File: config.mk
export PLATFORM = sky130hd
export DESIGN_NAME = irq_dual_domain_ctrl
export DESIGN_NICKNAME = d
export VERILOG_FILES = /design/src/rtl/irqc_pkg.sv /design/src/rtl/irqc_regdec.sv /design/src/rtl/irqc_bank.sv /design/src/rtl/irqc_rdmux.sv /design/src/rtl/irq_dual_domain_ctrl.sv
export SDC_FILE = /design/constraint.sdc
export NUM_CORES = 1
export LEC_CHECK = 0
export BUFFER_PORTS_ARGS = -buffer_cell sky130_fd_sc_hd__buf_2
export CAP_MARGIN = 10
export CORE_ASPECT_RATIO = 0.8
export CORE_MARGIN = 4
export CORE_UTILIZATION = 42
export CTS_BUF_LIST = sky130_fd_sc_hd__clkbuf_4 sky130_fd_sc_hd__clkbuf_8
export CTS_CLUSTER_DIAMETER = 150
export DETAILED_ROUTE_END_ITERATION = 16
export MAX_ROUTING_LAYER = met4
export PLACE_DENSITY_LB_ADDON = 0.15
export SLEW_MARGIN = 20
export SYNTH_ARGS = -nofsm -noshare
export SYNTH_HDL_FRONTEND = slang
export SYNTH_SLANG_ARGS = --single-unit
File: constraint.sdc
create_clock -name clk -period 5.05 [get_ports clk]
set_clock_uncertainty 0.1 [all_clocks]
set_input_delay 0.2525 -clock clk [delete_from_list [all_inputs] [get_ports clk]]
set_output_delay 0.2525 -clock clk [all_outputs]
set_load 0.02 [all_outputs]
File: src/rtl/irqc_pkg.sv
package irqc_pkg;

    localparam int unsigned WORD_W = 32;
    localparam int unsigned ADDR_W = 7;

    // register kind, taken from address bits [6:3]
    localparam logic [3:0] RK_ROUTE = 4'h1;
    localparam logic [3:0] RK_SEN   = 4'h2;
    localparam logic [3:0] RK_SSET  = 4'h3;
    localparam logic [3:0] RK_SCLR  = 4'h4;
    localparam logic [3:0] RK_SSTA  = 4'h5;
    localparam logic [3:0] RK_UEN   = 4'h8;
    localparam logic [3:0] RK_USET  = 4'h9;
    localparam logic [3:0] RK_UCLR  = 4'hA;
    localparam logic [3:0] RK_USTA  = 4'hB;

    typedef struct packed {
        logic route;
        logic sen;
        logic sset;
        logic sclr;
        logic uen;
        logic uset;
        logic uclr;
    } bank_wr_t;

    typedef struct packed {
        logic [WORD_W-1:0] route;
        logic [WORD_W-1:0] sen;
        logic [WORD_W-1:0] uen;
        logic [WORD_W-1:0] sstat;
        logic [WORD_W-1:0] ustat;
    } bank_state_t;

    // implemented bits of one bank
    function automatic logic [WORD_W-1:0] bank_valid(input int unsigned bank,
                                                     input int unsigned nsrc,
                                                     input int unsigned rsvd);
        logic [WORD_W-1:0] v;
        for (int unsigned i = 0; i < WORD_W; i++) begin
            v[i] = ((bank * WORD_W + i) < nsrc) && ((bank * WORD_W + i) != rsvd);
        end
        return v;
    endfunction

endpackage

File: src/rtl/irqc_regdec.sv
module irqc_regdec
    import irqc_pkg::*;
#(
    parameter int unsigned BANKS = 2
) (
    input  logic                   wr_en,
    input  logic                   rd_en,
    input  logic [ADDR_W-1:0]      addr,
    output bank_wr_t [BANKS-1:0]   wr_sel,
    output logic                   rd_hit,
    output logic [3:0]             rd_kind,
    output logic                   rd_bank
);

    logic       aligned;
    logic       in_range;
    logic [3:0] kind;
    logic       bsel;
    logic       readable;

    always_comb begin
        aligned  = (addr[1:0] == 2'b00);
        kind     = addr[6:3];
        bsel     = addr[2];
        in_range = (int'(bsel) < int'(BANKS));

        unique case (kind)
            RK_ROUTE, RK_SEN, RK_SSTA, RK_UEN, RK_USTA: readable = 1'b1;
            default:                                   readable = 1'b0;
        endcase

        rd_hit  = rd_en && aligned && in_range && readable;
        rd_kind = kind;
        rd_bank = bsel;

        wr_sel = '0;
        if (wr_en && aligned && in_range) begin
            unique case (kind)
                RK_ROUTE: wr_sel[bsel].route = 1'b1;
                RK_SEN:   wr_sel[bsel].sen   = 1'b1;
                RK_SSET:  wr_sel[bsel].sset  = 1'b1;
                RK_SCLR:  wr_sel[bsel].sclr  = 1'b1;
                RK_UEN:   wr_sel[bsel].uen   = 1'b1;
                RK_USET:  wr_sel[bsel].uset  = 1'b1;
                RK_UCLR:  wr_sel[bsel].uclr  = 1'b1;
                default:  ;
            endcase
        end
    end

endmodule

File: src/rtl/irqc_bank.sv
module irqc_bank
    import irqc_pkg::*;
#(
    parameter logic [WORD_W-1:0] VALID = '1
) (
    input  logic              clk,
    input  logic              rst_n,
    input  logic [WORD_W-1:0] evt,
    input  bank_wr_t          wr,
    input  logic [WORD_W-1:0] wdata,
    output bank_state_t       st
);

    bank_state_t       st_d, st_q;
    logic [WORD_W-1:0] to_user, to_sys;
    logic [WORD_W-1:0] s_set, s_clr, u_set, u_clr;

    always_comb begin
        st_d = st_q;

        // events follow the routing currently held
        to_user = evt & st_q.route;
        to_sys  = evt & ~st_q.route;

        s_set = wr.sset ? wdata : '0;
        s_clr = wr.sclr ? wdata : '0;
        u_set = wr.uset ? wdata : '0;
        u_clr = wr.uclr ? wdata : '0;

        if (wr.route) st_d.route = wdata & VALID;
        if (wr.sen)   st_d.sen   = wdata & VALID;
        if (wr.uen)   st_d.uen   = wdata & VALID;

        // clear first, then any set source wins
        st_d.sstat = ((st_q.sstat & ~s_clr) | s_set | to_sys) & VALID;
        st_d.ustat = ((st_q.ustat & ~u_clr) | u_set | to_user) & VALID;
    end

    always_ff @(posedge clk) begin
        if (!rst_n) st_q <= '0;
        else        st_q <= st_d;
    end

    assign st = st_q;

endmodule

File: src/rtl/irqc_rdmux.sv
module irqc_rdmux
    import irqc_pkg::*;
#(
    parameter int unsigned BANKS = 2
) (
    input  bank_state_t [BANKS-1:0] st,
    input  logic                    rd_hit,
    input  logic [3:0]              rd_kind,
    input  logic                    rd_bank,
    output logic [WORD_W-1:0]       rd_val
);

    bank_state_t sel;

    always_comb begin
        sel    = st[0];
        rd_val = '0;
        for (int b = 0; b < int'(BANKS); b++) begin
            if (int'(rd_bank) == b) sel = st[b];
        end
        if (rd_hit) begin
            unique case (rd_kind)
                RK_ROUTE: rd_val = sel.route;
                RK_SEN:   rd_val = sel.sen;
                RK_SSTA:  rd_val = sel.sstat;
                RK_UEN:   rd_val = sel.uen;
                RK_USTA:  rd_val = sel.ustat;
                default:  rd_val = '0;
            endcase
        end
    end

endmodule

File: src/rtl/irq_dual_domain_ctrl.sv
module irq_dual_domain_ctrl
    import irqc_pkg::*;
#(
    parameter int unsigned NUM_SRC  = 49,
    parameter int unsigned RSVD_SRC = 35
) (
    input  logic                clk,
    input  logic                rst_n,
    input  logic [NUM_SRC-1:0]  src_evt,
    input  logic                wr_en,
    input  logic                rd_en,
    input  logic [ADDR_W-1:0]   addr,
    input  logic [WORD_W-1:0]   wdata,
    output logic [WORD_W-1:0]   rdata,
    output logic [NUM_SRC-1:0]  user_irq,
    output logic                sys_irq
);

    // address bit 2 selects the bank, so at most two banks are decoded
    localparam int unsigned BANKS = (NUM_SRC + WORD_W - 1) / WORD_W;
    localparam int unsigned PAD_W = BANKS * WORD_W;
    localparam logic [WORD_W-1:0] BANK1_UNUSED = ~bank_valid(1, NUM_SRC, RSVD_SRC);

    logic [PAD_W-1:0]        evt_pad;
    bank_wr_t [BANKS-1:0]    wr_sel;
    bank_state_t [BANKS-1:0] bank_st;
    logic                    rd_hit;
    logic [3:0]              rd_kind;
    logic                    rd_bank;
    logic [WORD_W-1:0]       rd_val;
    logic [BANKS-1:0]        sys_hit;
    logic [WORD_W-1:0]       rdata_d, rdata_q;

    assign evt_pad = PAD_W'(src_evt);

    irqc_regdec #(.BANKS(BANKS)) regdec_i (
        .wr_en   (wr_en),
        .rd_en   (rd_en),
        .addr    (addr),
        .wr_sel  (wr_sel),
        .rd_hit  (rd_hit),
        .rd_kind (rd_kind),
        .rd_bank (rd_bank)
    );

    for (genvar b = 0; b < BANKS; b++) begin : g_bank
        irqc_bank #(.VALID(bank_valid(b, NUM_SRC, RSVD_SRC))) bank_i (
            .clk   (clk),
            .rst_n (rst_n),
            .evt   (evt_pad[b*WORD_W +: WORD_W]),
            .wr    (wr_sel[b]),
            .wdata (wdata),
            .st    (bank_st[b])
        );
        assign sys_hit[b] = |(bank_st[b].sstat & bank_st[b].sen);
    end

    for (genvar n = 0; n < NUM_SRC; n++) begin : g_uirq
        assign user_irq[n] = bank_st[n / WORD_W].ustat[n % WORD_W]
                           & bank_st[n / WORD_W].uen[n % WORD_W];
    end

    assign sys_irq = |sys_hit;

    irqc_rdmux #(.BANKS(BANKS)) rdmux_i (
        .st      (bank_st),
        .rd_hit  (rd_hit),
        .rd_kind (rd_kind),
        .rd_bank (rd_bank),
        .rd_val  (rd_val)
    );

    always_comb begin
        rdata_d = rd_en ? rd_val : '0;
    end

    always_ff @(posedge clk) begin
        if (!rst_n) rdata_q <= '0;
        else        rdata_q <= rdata_d;
    end

    assign rdata = rdata_q;

endmodule

==> impl_metrics.ini, run 1 <==
[global_route]
antenna_found_initial = 1
grt_pass1_vias = 12500
grt_overflow = 0
grt_pass1_wl_um = 74200
grtUsageTotal_pct = 28.7
grt_max_degree = 129

[route]
via_per_inst = 5.75
drtIter0Drc = 1452
drc = 0
drtAntennaViolNets = 0
first_pass_iters = 8
wl_per_cell_um = 22.5
drt-total-wl_um = 48900
num_vias = 12500

[worst_setup_path]
reg2reg_slack_ns = 3.46
critPathCaptureType = flip-flop
critical_path_required_ns = 5.48
worstSetupPathType = input port to flip-flop
crit_arrival_ns = 3.44
start_kind = input port
critPathMaxFanout = 58

[placement]
place_congestion = 0.926
dp_cells = 2008
io_buffers = 171
dp.final_hpwl_um = 31000

[sta]
max_freq_ghz = 0.331
finalMaxSlewViolations = 0
setup_violations = 0
hold_violations = 0
min_period_ns = 3.02
relSlewSlack_pct = 23.0
fin_crit_sh_pct = 59.7
rsz0062_at_grt = false
tightest_slew_ns = 1.15
tns_ns = 0

[power_and_ir_drop]
power.total_uw = 4760
ir_drop_uv = 161
p_per_area_nw_per_um2 = 298
p_leak_uw = 0.00575

[synth]
synth_nets = 1627
async_flop_share_pct = 0
synth_edf_count = 0
yosysSeqAreaShare_pct = 41.6
ys_top_cells_by_area = dfxtp_1 (42%), nand2_1 (8.7%), a21boi_0 (6.3%)
synth_warnings = 0
synth_area_um2 = 13100
avgSynthCellArea_um2 = 8.52
yosysTopAreaCell = dfxtp_1
ys_ff_latch = 272
synth_top_area_share_pct = 41.6
synthCells = 1535
synth_cell_types = 50
dominantRegCellSynth = dfxtp_1

[min_path]
hp-class = input port to flip-flop

[floorplanning]
die_w_um = 205
ios = 174
die_h_um = 166
start_util_pct = 42.8
coreArea_um2 = 30500
die_area_um2 = 34000
rows = 57

[clocking]
clk_pin_slew_worst_paths_ns = 0.06
htree_levels = 2
clkLatencyLatePin_ns = 0.59
numClockSinks = 272
cts_max_path_buffers = 3
cts_tree = done
cts_root_buf = clkbuf_8
numCtsBuffers = 46

[finish]
num-nets-final = 1817
drive_above_1_share_pct = 18.4
syn_to_final_growth_pct = 22.0
fillers = 3023
final-instance-count-excl-fill = 2173

[run]
drv_cap = 0

[outcome]
status = complete, no violations
registers in the layout, summed over array words and instances, names as in the netlist:
name              flops
g_bank.bank_i.st    240
rdata                32
timing repair:
| action | in CTS | in global routing |
|---|---|---|
| hold endpoints to repair | 239 | 0 |
| setup buffers | 0 | 0 |
| gates resized for setup | 0 | 0 |
| hold buffers | 82 | 0 |
per-stage QoR:
step | hold WS [ns] | setup WS (ns) | cell area [µm²] | utilization (%)
3_5_place_dp | 0.360 | 1.98 | 14100 | 46.2
4_1_cts | 0.126 | 2.11 | 16000 | 52.3
3_3_place_gp | 0.356 | 1.98 | 14100 | 46.2
2_1_floorplan | 0.287 | 3.20 | 13100 | -
5_1_grt | 0.175 | 1.88 | 16000 | 52.3
6_report | 0.151 | 2.03 | 16000 | 52.3
cell usage after synthesis, types with 3 or more instances:
| cell type | number |
|---|---|
| a21boi_0 | 109 |
| buf_6 | 6 |
| nand4_1 | 18 |
| a22oi_1 | 78 |
| a211oi_1 | 10 |
| dfxtp_1 | 272 |
| o22ai_1 | 13 |
| a21oi_1 | 15 |
| mux2_2 | 28 |
| buf_4 | 3 |
| a22o_1 | 12 |
| nor2_1 | 14 |
| a222oi_1 | 64 |
| buf_2 | 47 |
| clkbuf_1 | 78 |
| and2_1 | 50 |
| o21ai_0 | 33 |
| nor2b_1 | 67 |
| mux2i_1 | 40 |
| nor4b_2 | 4 |
| inv_1 | 64 |
| buf_1 | 3 |
| a221oi_1 | 12 |
| and3_1 | 3 |
| a31oi_1 | 21 |
| nand3_1 | 68 |
| nand2_1 | 304 |
| a21boi_1 | 67 |
power breakdown:
group,internal (µW),switching (µW)
logic,156,197
clock network,1250,936
registers,2180,40.1
total,3580,1170
critical path, stage by stage:
cell and delay [ns]:
buf_4 0.38, buf_4 0.87, nand2_1 0.20, nor3_4 0.81, a222oi_1 0.15, dlygate4sd3_1 0.63
nor2b_1 0.10
area by class of cell:
type | count | area, µm² | share of cell area (%)
timing repair buffer | 279 | 1880 | 11.8
antenna | 1 | 2.50 | 0.0157
clock inverter | 7 | 66.3 | 0.416
inverter | 64 | 240 | 1.51
tap | 413 | 517 | 3.24
clock buffer | 75 | 957 | 6.00
multi-input combinational | 1062 | 6850 | 42.9
sequential | 272 | 5450 | 34.1
cells by family (layout without fill, tap and decap cells):
family          count (synthesis)  after routing  share of synthesized area, %
buf+inv                       201            425                          6.65
compound gates                437            437                          25.3
mux                            68             68                          5.47
flops                         272            272                          41.6
simple gates                  555            555                          20.8
xor+xnor                        1              1                        0.0670
other cells                     1              2                        0.0287
layout by cell type, fill, tap and decap left out, types with 2 or more instances in the layout:
cell type and n:
a211oi_1 10, a21boi_0 109, a21boi_1 67, a21oi_1 15, a221oi_1 12, a222oi_1 64
a22o_1 12, a22oi_1 78, a31oi_1 21, and2_1 52, and3_1 3, and3b_1 2
buf_2 169, buf_4 27, clkbuf_4 12, clkbuf_8 63, clkinv_2 4, dfxtp_1 272
dlygate4sd3_1 82, inv_1 64, mux2_2 28, mux2i_1 40, nand2_1 303, nand2b_1 2
nand3_1 68, nand4_1 18, nor2_1 14, nor2b_1 67, nor3_4 4, nor4b_2 3
nor4b_4 3, o21ai_0 33, o22ai_1 13, or3b_1 2, or4_1 2, or4b_1 2
final timing paths:
path | from | endpoint | cells past startpoint
worst min register to register | g_bank[0].bank_i.st[110]$_SDFFE_PN0P_ | g_bank[0].bank_i.st[110]$_SDFFE_PN0P_ | 2
worst max register to register | g_bank[1].bank_i.st[137]$_SDFFE_PN0P_ | g_bank[1].bank_i.st[41]$_SDFF_PN0_ | 4
worst max-delay path | addr[2] | g_bank[1].bank_i.st[41]$_SDFF_PN0_ | 7
worst min-delay path | addr[0] | g_bank[0].bank_i.st[35]$_SDFF_PN0_ | 5
per-layer routing:
metal	vias to the layer above	share of wire (%)	global-route usage, %
li1	5869	-	-
met1	6004	44	39.2
met2	534	46	43.7
met3	83	8.1	5.10
met4	0	2.5	8.47
met5	-	0	-
No activity file was read; power rests on OpenSTA's default activity.
==> run 2: changes to the inputs <==
ABC_AREA = 1   (was not set)
clock period = 2.6 ns   (was 5.05 ns; I/O delays follow)
==> impl_metrics.ini, run 2 <==
[outcome]
status = complete, no violations

[min_path]
holdPathEnd = rdata[13]$_SDFF_PN0_
hp-class = input port to flip-flop
hold_start = addr[2]
hold_depth = 5

[global_route]
grt_overflow = 0
antenna_found_initial = 0
grt_pass1_wl_um = 76600
grt_max_degree = 120
grt_pass1_vias = 13700
grtUsageTotal_pct = 27.9

[synth]
synth_cell_types = 26
synthXorXnorAreaFrac_pct = 0
avgSynthCellArea_um2 = 6.23
yosysTopAreaCell = dfxtp_1
dominantRegCellSynth = dfxtp_1
synthCells = 2160
async_flop_share_pct = 0
synthMostInstantiatedCell = nand2_1
synth_compound_area_share_pct = 15.2
yosys.area_share.simple_pct = 35.4
ys_ff_latch = 272
synthMuxAreaShare_pct = 0
synth_top_family_by_area = simple AND/OR/NAND/NOR gates
synth_area_um2 = 13500
synth_edf_count = 0
synth_adder_area_share_pct = 0
ys_top_cells_by_area = dfxtp_1 (40%), nand2_1 (20%), nor2_1 (10%)
yosysSeqAreaShare_pct = 40.5
synth_nets = 2252
synth_warnings = 0
synth_common_cells = nand2_1 (710), nor2_1 (370), dfxtp_1 (272), o21ai_0 (180), a21oi_1 (177)
synth_top_area_share_pct = 40.5

[worst_setup_path]
crit_start = addr[3]
critPathMaxFanout = 20
reg2regPathDepth = 5
path_delay_family = buffers and inverters
reg2reg_slack_ns = 0.63
critPathMaxStageDelay_ns = 0.57
worst_path_most_repeated_cell = dlygate4sd3_1
reg2reg_to = g_bank[1].bank_i.st[2]$_SDFF_PN0_
critical_path_required_ns = 3.02
worstSetupPathType = input port to flip-flop
path_cells = dlygate4sd3_1 -> buf_2 -> inv_2 -> nor2_2 -> nand2_1 -> nor2_2 -> buf_8 -> a21boi_1 -> dlygate4sd3_1 -> a21oi_1 -> dlygate4sd3_1
start_kind = input port
r2r-start = g_bank[1].bank_i.st[130]$_SDFFE_PN0P_
critPathCaptureType = flip-flop
path_buf_inv = 6
crit_slowest_cell = dlygate4sd3_1
crit_arrival_ns = 2.96

[clocking]
htree_levels = 2
cts_max_path_buffers = 3
cts_tree = done
clkLatencyLatePin_ns = 0.58
clk_pin_slew_worst_paths_ns = 0.06
numClockSinks = 272
cts_root_buf = clkbuf_8
numCtsBuffers = 48

[placement]
dp.final_hpwl_um = 30000
place_congestion = 0.837
dp_cells = 2666
io_buffers = 171

[route]
drtIter0Drc = 1376
wl_per_cell_um = 17.1
drt-total-wl_um = 48900
first_pass_iters = 6
drtAntennaViolNets = 0
drc = 0
num_vias = 14600
via_per_inst = 5.12

[floorplanning]
ios = 174
die_h_um = 168
die_area_um2 = 35000
rows = 58
die_w_um = 208
coreArea_um2 = 31500
start_util_pct = 42.7

[finish]
num-nets-final = 2501
mostFrequentLayoutCells = nand2_1 (710), nor2_1 (366), dfxtp_1 (272)
fin_util_pct = 53.1
syn_to_final_growth_pct = 24.2
largest_reg_flops = 240
final_common_cell = nand2_1
final-instance-count-excl-fill = 2855
drive_above_1_share_pct = 13.3
diodes = 0

[run]
drv_cap = 0

[power_and_ir_drop]
p_per_area_nw_per_um2 = 540
p_leak_uw = 0.00797
ir_drop_uv = 289

[sta]
setup_violations = 0
relSlewSlack_pct = 46.1
finalMaxSlewViolations = 0
hold_violations = 0
tightest_slew_ns = 0.809
min_period_ns = 2.54
fin_crit_sh_pct = 97.6
max_freq_ghz = 0.394
## run 2: cell types whose count changed after synthesis, sizes merged, moves of 64 or more
cell	before	now
o21ai	33	184
inv	64	159
a222oi	64	0
nor2	15	385
a21boi	176	32
nor2b	67	0
nand2	304	712
a22oi	78	0
a21oi	15	177
## run 2: cell type report
class | instances | area (µm²)
fillers | 3188 | 14800
inverters | 159 | 599
flip-flops and latches | 272 | 5450
clock buffers | 73 | 886
clock inverters | 3 | 40.0
multi-input cells | 1601 | 6830
repair buffers | 327 | 2390
well taps | 420 | 526
## run 2: worst reg2reg max path, delay by kind of cell, from the launching register on
family	cells	cell delay, ns
AOI/OAI and AO/OA	2	0.22
buffers and inverters	2	1.15
DFF	1	0.33
and+or+nand+nor	1	0.06
## run 2: routing by layer
layer | GRT usage (%) | up-vias | wire length, µm
met4 | 6.62 | 0 | 937
met1 | 38.4 | 6708 | 22400
li1 | - | 7248 | -
met2 | 43.2 | 587 | 21500
met5 | - | - | 0
met3 | 4.86 | 72 | 4060
## run 2: logic make-up after synthesis
logic type	count (synthesis)
other cells	1
flops	272
simple gates	1207
compound gates	393
buf+inv	287
## run 2: worst max path at each step
stage | to | slack, ns | cells past startpoint
floorplan | g_bank[0].bank_i.st[37]$_SDFF_PN0_ | 1.27 | 8
CTS | g_bank[0].bank_i.st[14]$_SDFF_PN0_ | 0.03 | 11
detailed placement | rdata[22]$_SDFF_PN0_ | 0.44 | 7
finish | g_bank[0].bank_i.st[14]$_SDFF_PN0_ | 0.06 | 11
global placement | rdata[22]$_SDFF_PN0_ | 0.46 | 7
global route | g_bank[1].bank_i.st[2]$_SDFF_PN0_ | -0.006 | 11
## run 2: power breakdown
part | total, µW | internal [µW] | switching, µW
clock network | 4010 | 2240 | 1770
logic | 732 | 263 | 469
registers | 4290 | 4240 | 48.3
total | 9030 | 6740 | 2290
## run 2: stage by stage
step	setup slack [ns]	hold slack (ns)	cell area [µm²]	power, µW	TNS (ns)
3_3_place_gp	0.464	0.341	14600	4970	0
2_1_floorplan	1.27	0.165	13500	4710	0
6_report	0.0611	0.0498	16700	9030	0
3_5_place_dp	0.438	0.354	14600	4980	0
5_1_grt	-0.00637	0.0724	16700	9350	-0.00637
4_1_cts	0.0255	0.00300	16700	9080	0
## run 2: repair_timing
item                                    CTS  global route
resized for setup                         0             4
buffers inserted                          0             0
endpoints found under the setup margin    0             6
hold endpoints to repair                243             0
hold buffers                            113             0
==> run 3: changes to the inputs <==
clock period = 2.7 ns   (was 2.6 ns; I/O delays follow)
==> impl_metrics.ini, run 3 (synthesis results as in run 2) <==
[outcome]
status = complete, no violations

[min_path]
hp-class = input port to flip-flop

[route]
drc = 0
drt-total-wl_um = 49200
first_pass_iters = 5
drtIter0Drc = 1327
wl_per_cell_um = 17.2
via_per_inst = 5.11
num_vias = 14600
drtAntennaViolNets = 0

[power_and_ir_drop]
p_sw_share_pct = 25.4
p_leak_uw = 0.00798
ir_drop_uv = 284
combPwrFrac_pct = 8.0
power_frac_seq_pct = 46.9
p_int_uw = 6570
p_per_area_nw_per_um2 = 526
clock_power_share_pct = 45.2
p_sw_uw = 2230

[run]
drv_cap = 0

[worst_setup_path]
reg2reg_to = g_bank[1].bank_i.st[12]$_SDFF_PN0_
path_cells = dlygate4sd3_1 -> buf_2 -> nor2_1 -> nand2_1 -> nor2_2 -> buf_4 -> a21boi_0 -> dlygate4sd3_1 -> a21oi_1 -> dlygate4sd3_1
path_buf_inv = 5
crit_slowest_cell = dlygate4sd3_1
reg2reg_slack_ns = 0.66
worst_path_most_repeated_cell = dlygate4sd3_1
critPathMaxFanout = 16
crit_start = addr[5]
critical_path_required_ns = 3.11
start_kind = input port
crit_cells = 10
crit_path_end = g_bank[1].bank_i.st[12]$_SDFF_PN0_
critPathCaptureType = flip-flop
crit_arrival_ns = 3.04
worstSetupPathType = input port to flip-flop
r2r-start = g_bank[1].bank_i.st[140]$_SDFFE_PN0P_
reg2regPathDepth = 5
critPathMaxStageDelay_ns = 0.58
path_delay_family = buffers and inverters

[floorplanning]
coreArea_um2 = 31500
die_w_um = 208
start_util_pct = 42.7
ios = 174
rows = 58
die_h_um = 168
die_area_um2 = 35000

[global_route]
grt_pass1_wl_um = 77000
antenna_found_initial = 1
grt_max_degree = 119
grt_pass1_vias = 13800
grt_overflow = 0
grtUsageTotal_pct = 28.1

[placement]
io_buffers = 171
dp.final_hpwl_um = 30000
place_congestion = 0.833
dp_cells = 2665

[finish]
num-nets-final = 2499
syn_to_final_growth_pct = 24.4
final-instance-count-excl-fill = 2862
drive_above_1_share_pct = 13.6
largest_reg_flops = 240
fillers = 3207
mostFrequentLayoutCells = nand2_1 (710), nor2_1 (366), dfxtp_1 (272)
final_common_cell = nand2_1

[clocking]
post-cts-setup-buffers = 0
htree_levels = 2
cts_tree = done
cts_max_path_buffers = 3
numClockSinks = 272
numCtsBuffers = 47
clk_pin_slew_worst_paths_ns = 0.06
clkLatencyLatePin_ns = 0.59
cts_root_buf = clkbuf_8

[sta]
tightest_slew_ns = 0.868
rsz0062_at_grt = false
relSlewSlack_pct = 42.1
min_period_ns = 2.63
fin_crit_sh_pct = 97.3
max_freq_ghz = 0.381
whs_ns = 0.0389
tns_ns = 0
hold_violations = 0
finalMaxSlewViolations = 0
setup_violations = 0
==> run 3: area by class of cell <==
cell class / instances / area [µm²] / share of cell area (%)
multi-input cells: 1601 / 6830 / 40.8
flip-flops and latches: 272 / 5450 / 32.5
repair buffers: 326 / 2340 / 14.0
clock buffers: 80 / 970 / 5.79
inverters: 159 / 599 / 3.58
well taps: 420 / 526 / 3.14
clock inverters: 3 / 18.8 / 0.112
diodes: 1 / 2.50 / 0.0149
==> run 3: repair_timing <==
item	4_1_cts	5_1_grt
hold buffers	113	0
resized for setup	0	0
hold endpoints to repair	244	0
==> run 3: worst register-to-register path, cell delays in order (launching register included) <==
cell and delay, ns:
dfxtp_1 0.33, nand2_1 0.07, a21boi_0 0.21, dlygate4sd3_1 0.58, a21oi_1 0.06, dlygate4sd3_1 0.57
==> run 3: worst min path at each step <==
| stage | start | endpoint | slack [ns] | depth (start not counted) |
|---|---|---|---|---|
| 6_report | rst_n | g_bank[0].bank_i.st[112]$_SDFFE_PN0P_ | 0.04 | 4 |
| 5_1_grt | addr[3] | rdata[16]$_SDFF_PN0_ | 0.03 | 5 |
| 4_1_cts | addr[3] | rdata[16]$_SDFF_PN0_ | 0.002 | 5 |
| 3_5_place_dp | g_bank[0].bank_i.st[63]$_SDFF_PN0_ | g_bank[0].bank_i.st[63]$_SDFF_PN0_ | 0.36 | 2 |
| 3_3_place_gp | src_evt[17] | g_bank[0].bank_i.st[17]$_SDFF_PN0_ | 0.35 | 5 |
| 2_1_floorplan | wdata[3] | g_bank[0].bank_i.st[67]$_SDFFE_PN0P_ | 0.17 | 2 |
==> run 3: power groups by stage <==
| stage | clock [µW] | sequential [µW] | combinational (µW) |
|---|---|---|---|
| 2_1_floorplan | 0 | 4200 | 334 |
| 3_3_place_gp | 0 | 4210 | 579 |
| 3_5_place_dp | 0 | 4210 | 584 |
| 4_1_cts | 4050 | 4120 | 687 |
| 5_1_grt | 4210 | 4130 | 768 |
| 6_report | 3980 | 4130 | 701 |
==> run 3: per-stage QoR <==
stage / util [%] / area [µm²] / total power [µW] / setup slack, ns
2_1_floorplan: - / 13500 / 4530 / 1.36
3_3_place_gp: 46.4 / 14600 / 4790 / 0.613
3_5_place_dp: 46.4 / 14600 / 4800 / 0.561
4_1_cts: 53.1 / 16700 / 8860 / 0.254
5_1_grt: 53.1 / 16700 / 9110 / 0.0579
6_report: 53.1 / 16700 / 8800 / 0.0735
==> run 3: per-layer routing <==
layer / global-route usage, % / wire, µm / share of wire, % / up-vias
met1: 39.0 / 22400 / 46 / 6644
met4: 8.05 / 1200 / 2.4 / 0
li1: - / - / - / 7263
met3: 4.71 / 4300 / 8.7 / 87
met2: 42.5 / 21300 / 43 / 618
met5: - / 0 / 0 / -
